$ cat src/rtl/fir_seq_pkg.sv
package fir_seq_pkg;
  typedef enum logic [1:0] {
    ST_IDLE  = 2'd0,
    ST_RUN   = 2'd1,
    ST_DRAIN = 2'd2
  } seq_state_t;
endpackage

$ cat src/rtl/fir_in_fifo.sv
module fir_in_fifo #(
  parameter int W     = 24,
  parameter int DEPTH = 4
) (
  input  logic                         clk,
  input  logic                         rst,
  input  logic                         push,
  input  logic [W-1:0]                 din,
  input  logic                         pop,
  output logic [W-1:0]                 dout,
  output logic                         full,
  output logic                         empty,
  output logic [$clog2(DEPTH):0]       count
);
  localparam int PW = $clog2(DEPTH);
  localparam int CW = PW + 1;

  logic [W-1:0]  store [DEPTH];
  logic [PW-1:0] wptr, rptr;
  logic [CW-1:0] cnt;

  always_ff @(posedge clk) begin
    if (push) store[wptr] <= din;
  end

  always_ff @(posedge clk) begin
    if (rst) begin
      wptr <= '0;
      rptr <= '0;
      cnt  <= '0;
    end else begin
      if (push) wptr <= wptr + PW'(1);
      if (pop)  rptr <= rptr + PW'(1);
      case ({push, pop})
        2'b10:   cnt <= cnt + CW'(1);
        2'b01:   cnt <= cnt - CW'(1);
        default: cnt <= cnt;
      endcase
    end
  end

  assign dout  = store[rptr];
  assign full  = (cnt == CW'(DEPTH));
  assign empty = (cnt == '0);
  assign count = cnt;
endmodule

$ cat src/rtl/fir_sdp_ram.sv
module fir_sdp_ram #(
  parameter int W     = 24,
  parameter int DEPTH = 16
) (
  input  logic                     clk,
  input  logic                     we,
  input  logic [$clog2(DEPTH)-1:0] waddr,
  input  logic [W-1:0]             wdata,
  input  logic [$clog2(DEPTH)-1:0] raddr,
  output logic [W-1:0]             rdata
);
  logic [W-1:0] mem [DEPTH];

  always_ff @(posedge clk) begin
    if (we) mem[waddr] <= wdata;
    rdata <= mem[raddr];
  end
endmodule

$ cat src/rtl/fir_mac.sv
module fir_mac #(
  parameter int DW    = 24,
  parameter int CW    = 24,
  parameter int ACC_W = 56
) (
  input  logic                    clk,
  input  logic                    rst,
  input  logic                    clr,
  input  logic                    in_vld,
  input  logic signed [DW-1:0]    a,
  input  logic signed [CW-1:0]    b,
  output logic signed [ACC_W-1:0] acc,
  output logic                    busy
);
  localparam int PW = DW + CW;

  logic signed [PW-1:0] prod;
  logic                 prod_vld;

  always_ff @(posedge clk) begin
    if (rst) begin
      prod     <= '0;
      prod_vld <= 1'b0;
      acc      <= '0;
    end else begin
      prod     <= a * b;
      prod_vld <= in_vld;
      if (clr)           acc <= '0;
      else if (prod_vld) acc <= acc + ACC_W'(prod);
    end
  end

  assign busy = prod_vld;
endmodule

$ cat src/rtl/fir_tap_seq.sv
module fir_tap_seq #(
  parameter int DATA_W     = 24,
  parameter int COEF_W     = 24,
  parameter int ACC_W      = 56,
  parameter int MAX_TAPS   = 16,
  parameter int FIFO_DEPTH = 4,
  parameter int DEC_W      = 4
) (
  input  logic                        clk,
  input  logic                        rst,
  input  logic                        enable,
  input  logic [$clog2(MAX_TAPS):0]   cfg_len,
  input  logic                        cfg_prime_off,
  input  logic [DEC_W-1:0]            cfg_decim,
  input  logic                        in_valid,
  input  logic [DATA_W-1:0]           in_data,
  output logic                        in_ready,
  input  logic                        coef_we,
  input  logic [$clog2(MAX_TAPS)-1:0] coef_addr,
  input  logic [COEF_W-1:0]           coef_wdata,
  input  logic                        tap_we,
  input  logic [$clog2(MAX_TAPS)-1:0] tap_age,
  input  logic [DATA_W-1:0]           tap_wdata,
  output logic                        out_valid,
  output logic [ACC_W-1:0]            out_data,
  input  logic                        out_ack
);
  import fir_seq_pkg::*;

  localparam int AW    = $clog2(MAX_TAPS);
  localparam int LEN_W = AW + 1;
  localparam int FCW   = $clog2(FIFO_DEPTH) + 1;

  // input queue
  logic              fifo_full, fifo_empty, push, pop;
  logic [DATA_W-1:0] fifo_dout;
  logic [FCW-1:0]    fifo_cnt;

  // sequencer state
  seq_state_t        state;
  logic [AW-1:0]     nxt;
  logic [AW-1:0]     kidx;
  logic [LEN_W-1:0]  prime_cnt;
  logic [DEC_W-1:0]  dcnt;
  logic              out_full;
  logic [ACC_W-1:0]  out_reg;
  logic              iss, vld1, prime_done;

  // memory ports
  logic              t_we;
  logic [AW-1:0]     t_waddr, t_raddr;
  logic [DATA_W-1:0] t_wdata, t_q;
  logic [COEF_W-1:0] c_q;
  logic [ACC_W-1:0]  acc;
  logic              mac_busy;

  assign push       = in_valid & ~fifo_full;
  assign prime_done = cfg_prime_off | (prime_cnt >= (cfg_len - LEN_W'(1)));
  assign pop        = enable & (state == ST_IDLE) & ~fifo_empty & ~out_full;
  assign iss        = (state == ST_RUN);

  fir_in_fifo #(.W(DATA_W), .DEPTH(FIFO_DEPTH)) u_fifo (
    .clk(clk), .rst(rst), .push(push), .din(in_data), .pop(pop),
    .dout(fifo_dout), .full(fifo_full), .empty(fifo_empty), .count(fifo_cnt)
  );

  // tap history: circular buffer, next free slot at nxt
  assign t_we    = pop | (tap_we & ~enable);
  assign t_waddr = pop ? nxt : (nxt - tap_age);
  assign t_wdata = pop ? fifo_dout : tap_wdata;
  assign t_raddr = nxt - AW'(1) - kidx;

  fir_sdp_ram #(.W(DATA_W), .DEPTH(MAX_TAPS)) u_taps (
    .clk(clk), .we(t_we), .waddr(t_waddr), .wdata(t_wdata),
    .raddr(t_raddr), .rdata(t_q)
  );

  fir_sdp_ram #(.W(COEF_W), .DEPTH(MAX_TAPS)) u_coefs (
    .clk(clk), .we(coef_we), .waddr(coef_addr), .wdata(coef_wdata),
    .raddr(kidx), .rdata(c_q)
  );

  fir_mac #(.DW(DATA_W), .CW(COEF_W), .ACC_W(ACC_W)) u_mac (
    .clk(clk), .rst(rst), .clr(pop), .in_vld(vld1),
    .a(t_q), .b(c_q), .acc(acc), .busy(mac_busy)
  );

  always_ff @(posedge clk) begin
    if (rst) begin
      state     <= ST_IDLE;
      nxt       <= '0;
      kidx      <= '0;
      prime_cnt <= '0;
      dcnt      <= '0;
      out_full  <= 1'b0;
      out_reg   <= '0;
      vld1      <= 1'b0;
    end else begin
      vld1 <= iss;
      if (!enable) begin
        prime_cnt <= '0;
        dcnt      <= '0;
      end
      if (out_full && out_ack) out_full <= 1'b0;
      case (state)
        ST_IDLE: begin
          if (pop) begin
            nxt  <= nxt + AW'(1);
            kidx <= '0;
            if (!prime_done) begin
              prime_cnt <= prime_cnt + LEN_W'(1);
            end else if (dcnt == '0) begin
              dcnt  <= cfg_decim;
              state <= ST_RUN;
            end else begin
              dcnt <= dcnt - DEC_W'(1);
            end
          end
        end
        ST_RUN: begin
          if (LEN_W'(kidx) == (cfg_len - LEN_W'(1))) state <= ST_DRAIN;
          else kidx <= kidx + AW'(1);
        end
        ST_DRAIN: begin
          if (!vld1 && !mac_busy) begin
            out_reg  <= acc;
            out_full <= 1'b1;
            state    <= ST_IDLE;
          end
        end
        default: state <= ST_IDLE;
      endcase
    end
  end

  assign in_ready  = ~fifo_full;
  assign out_valid = out_full;
  assign out_data  = out_reg;
endmodule

$ cat config.mk
export PLATFORM = sky130hd
export DESIGN_NAME = fir_tap_seq
export DESIGN_NICKNAME = d
export VERILOG_FILES = /design/src/rtl/fir_seq_pkg.sv /design/src/rtl/fir_in_fifo.sv /design/src/rtl/fir_sdp_ram.sv /design/src/rtl/fir_mac.sv /design/src/rtl/fir_tap_seq.sv
export SDC_FILE = /design/constraint.sdc
export NUM_CORES = 2
export LEC_CHECK = 0
export ABC_AREA = 1
export BUFFER_PORTS_ARGS = -buffer_cell sky130_fd_sc_hd__buf_2
export CORE_ASPECT_RATIO = 1.75
export CORE_MARGIN = 5
export CORE_UTILIZATION = 40
export CTS_CLUSTER_SIZE = 24
export DETAILED_ROUTE_END_ITERATION = 10
export SYNTH_ARGS = -nofsm -noshare
export SYNTH_HDL_FRONTEND = slang
export SYNTH_SLANG_ARGS = --single-unit
$ cat constraint.sdc
create_clock -name clk -period 10.65 [get_ports clk]
set_clock_uncertainty 0.1 [all_clocks]
set_input_delay 2.13 -clock clk [delete_from_list [all_inputs] [get_ports clk]]
set_output_delay 2.13 -clock clk [all_outputs]
set_load 0.02 [all_outputs]
==> impl_metrics.tcl <==
set metrics [dict create \
    antenna_left 0 \
    cts_tree "yes" \
    worstPathRequired_ns 11.15 \
    setup_tns_ns 0 \
    crit_path_start "u_taps.rdata[23]$_DFF_P_" \
    initial_core_util_pct 40.14 \
    layout_common_cells "1213 x inv_1, 1189 x nand2_1, 1088 x nor2_1" \
    track_usage_pct 22.06 \
    htreeDepth 3 \
    yosysWarnings 0 \
    timing.fmax_ghz 0.1311 \
    cts_buffer_depth 3 \
    status "finished, final reports clean" \
    drv_slew 0 \
    r2r_end "u_mac.prod[40]$_SDFF_PP0_" \
    worstSkewPairLatency_ns 0.74 \
    clk_pin_slew_ns 0.08 \
    die_h_um 558.0 \
    num-nets-final 8124 \
    ys_seq_area_share_pct 44.77 \
    drt_wl_total_um 201100 \
    layout_commonest_cell "inv_1" \
    setup_viol 0 \
    end_kind "register" \
    crit_chain "nand2_1 -> inv_1 -> fa_1 -> fa_1 -> inv_1 -> fa_1 -> inv_1 -> fa_1 -> fa_1 -> fa_1 -> fa_1 -> ha_1 -> nand2_1 -> nor2_1 -> inv_1 -> nor3_1 -> nand4_1 -> nand4_1 -> nand2_1 -> nand2_1 -> nor2_1" \
    tightest_slew_ns 1.277 \
    synth_edf_count 864 \
    rsz0062_at_grt "no" \
    max_stage_delay_ns 0.88 \
    clock_sinks 1103 \
    cts_resized 0 \
    die_area_um2 180300 \
    path_common_cell "fa_1" \
    grt_pass1_wl_um 302800 \
    numCtsBuffers 103 \
    die_w_um 323.1 \
    gr-total-overflow 0 \
    finalHoldViolCount 0 \
    r2r_start "u_taps.rdata[23]$_DFF_P_" \
    crit_arrival_ns 8.12 \
    critPathMaxFanout 18 \
    worstHoldPathCells 2 \
    syn_inst 7157 \
    post-route-period-util_pct 71.60 \
    core_area_um2 171000 \
    vias 49486 \
    wl_per_cell_um 21.11 \
    slowest_stage "dfxtp_1" \
    grt_start_max_net_pins 110 \
    cts.root.buffer_cell "clkbuf_16" \
    ios 155 \
    max_slew_margin_pct 14.49 \
    areaGrowthSynthToFinish_pct 9.885 \
    port_buffers 154 \
    dp_hpwl_um 144600 \
    synthesis.area_um2 68640 \
    worstSetupPathType "register to register" \
    cp-start-kind "register" \
    drt_first_pass_iters 7 \
    syn_nets 8075 \
    core.rowCount 201 \
    grt_pass1_vias 51331 \
    layout-drive-gt1-share_pct 7.298 \
    min_period_ns 7.626 \
    cp-endpoint "u_mac.prod[40]$_SDFF_PP0_" \
    ys_ff_latch 1103 \
    antenna_found_initial 14 \
    synth_ff_type "edfxtp_1" \
    post-route-drc-count 0 \
    hold_class "register to register" \
    cts_hold_buf 0 \
    gp_congestion 0.9901 \
    cts_setup_buffers 0 \
    reg2regPathDepth 21 \
    rrSetupSlack_ns 3.02 \
    maxCapViolCount 0 \
    yosysUniqueCellTypes 58 \
    syn_area_per_cell_um2 9.591 \
    drt_iter0_markers 3128 \
    async_flop_share_pct 0 \
    viasPerCell 5.194 \
]
## kinds of logic after synthesis
logic type,Yosys count,synth area share [%]
adders and majority gates,821,21.65
DFF,1103,44.77
AOI/OAI and AO/OA,1058,9.107
buffers and inverters,1540,8.711
muxes,25,0.4101
and+or+nand+nor,2558,14.66
xor gates and xnor gates,52,0.6963
## routing by layer
layer  GRT usage (%)  up-vias  part of all wire [%]
li1                -    23056                     -
met1           23.51    24433                    35
met2           42.48     1480                    54
met3           2.447      507                   4.1
met4           11.31       10                   6.1
met5               0        -                 0.037
## worst min path at each step
stage	slack, ns	to	from
5_1_grt	0.35	u_mac.busy$_SDFF_PP0_	vld1$_SDFF_PP0_
3_3_place_gp	0.31	u_mac.busy$_SDFF_PP0_	vld1$_SDFF_PP0_
2_1_floorplan	0.31	u_mac.busy$_SDFF_PP0_	vld1$_SDFF_PP0_
3_5_place_dp	0.33	u_mac.busy$_SDFF_PP0_	vld1$_SDFF_PP0_
4_1_cts	0.34	u_mac.busy$_SDFF_PP0_	vld1$_SDFF_PP0_
6_report	0.34	u_mac.busy$_SDFF_PP0_	vld1$_SDFF_PP0_
## area by class of cell
| cell class | instances | area, µm² |
|---|---|---|
| diodes | 4 | 10.01 |
| inverters | 1226 | 4618 |
| clock inverters | 64 | 809.5 |
| well taps | 2233 | 2794 |
| flip-flops and latches | 1103 | 30740 |
| clock buffers | 125 | 2701 |
| fillers | 16389 | 95590 |
| multi-input cells | 4514 | 32210 |
| repair buffers | 258 | 1551 |
## metrics by stage
| stage | utilization (%) | setup WS (ns) | std cells | hold slack (ns) | instance area (µm²) |
|---|---|---|---|---|---|
| after floorplan | - | 4.167 | 7157 | 0.3125 | 68640 |
| after CTS | 44.09 | 2.965 | 9523 | 0.3373 | 75400 |
| after detailed placement | 42.04 | 2.992 | 9334 | 0.3284 | 71890 |
| after global routing | 44.10 | 2.586 | 9525 | 0.3452 | 75420 |
| after global placement | 42.04 | 3.092 | 9334 | 0.3108 | 71890 |
| final | 44.11 | 3.024 | 9527 | 0.3427 | 75430 |
## state kept, by name, indices dropped and copies added (netlist names), named ones only
name	cells
u_coefs.mem	384
u_taps.mem	384
u_fifo.store	96
out_data	56
u_mac.acc	56
u_mac.prod	48
u_coefs.rdata	24
u_taps.rdata	24
prime_cnt	5
dcnt	4
kidx	4
nxt	4
u_fifo.count	3
state	2
u_fifo.rptr	2
u_fifo.wptr	2
out_valid	1
u_mac.busy	1
vld1	1
## synth_stat cells, types with 3 or more instances
| cell type | number | share of area (%) |
|---|---|---|
| xor2_1 | 34 | 0.43 |
| inv_2 | 5 | 0.027 |
| nand2b_1 | 24 | 0.22 |
| nand2_1 | 1189 | 6.5 |
| a21boi_0 | 5 | 0.055 |
| nand3_2 | 4 | 0.058 |
| fa_1 | 611 | 18 |
| nor4_1 | 5 | 0.046 |
| o32ai_1 | 96 | 1.2 |
| buf_2 | 48 | 0.35 |
| ha_1 | 210 | 3.8 |
| a21oi_1 | 187 | 1.4 |
| nor2_1 | 1124 | 6.1 |
| nand3_1 | 146 | 1.1 |
| o21ai_1 | 23 | 0.17 |
| clkbuf_1 | 230 | 1.3 |
| o22ai_1 | 28 | 0.26 |
| o211ai_1 | 30 | 0.33 |
| or2_2 | 6 | 0.055 |
| edfxtp_1 | 864 | 38 |
| buf_6 | 8 | 0.13 |
| buf_1 | 9 | 0.049 |
| nor2_2 | 5 | 0.046 |
| a31oi_1 | 54 | 0.49 |
| a21o_1 | 8 | 0.087 |
| o221ai_1 | 68 | 0.87 |
| nand4_1 | 24 | 0.22 |
| o21bai_1 | 14 | 0.15 |
| o21a_1 | 17 | 0.19 |
| nor3_1 | 16 | 0.12 |
| xor2_2 | 3 | 0.071 |
| mux2_2 | 23 | 0.38 |
| inv_1 | 1216 | 6.6 |
| xnor2_1 | 15 | 0.19 |
| o21ai_0 | 515 | 3.8 |
| nand2_2 | 7 | 0.064 |
| clkinv_1 | 3 | 0.016 |
| buf_4 | 19 | 0.21 |
| dfxtp_1 | 239 | 7.0 |
## critical path, delay by kind of cell (launching register included)
kind	cells	cell delay [ns]
flip-flops	1	0.88
buffers and inverters	4	0.91
AND/OR/NAND/NOR	9	1.30
adder cells (fa/ha/maj)	8	4.28
Power is left out: the tool's default activity adds up to more than one toggle a clock period on the data nets, which glitch-free logic cannot reach.
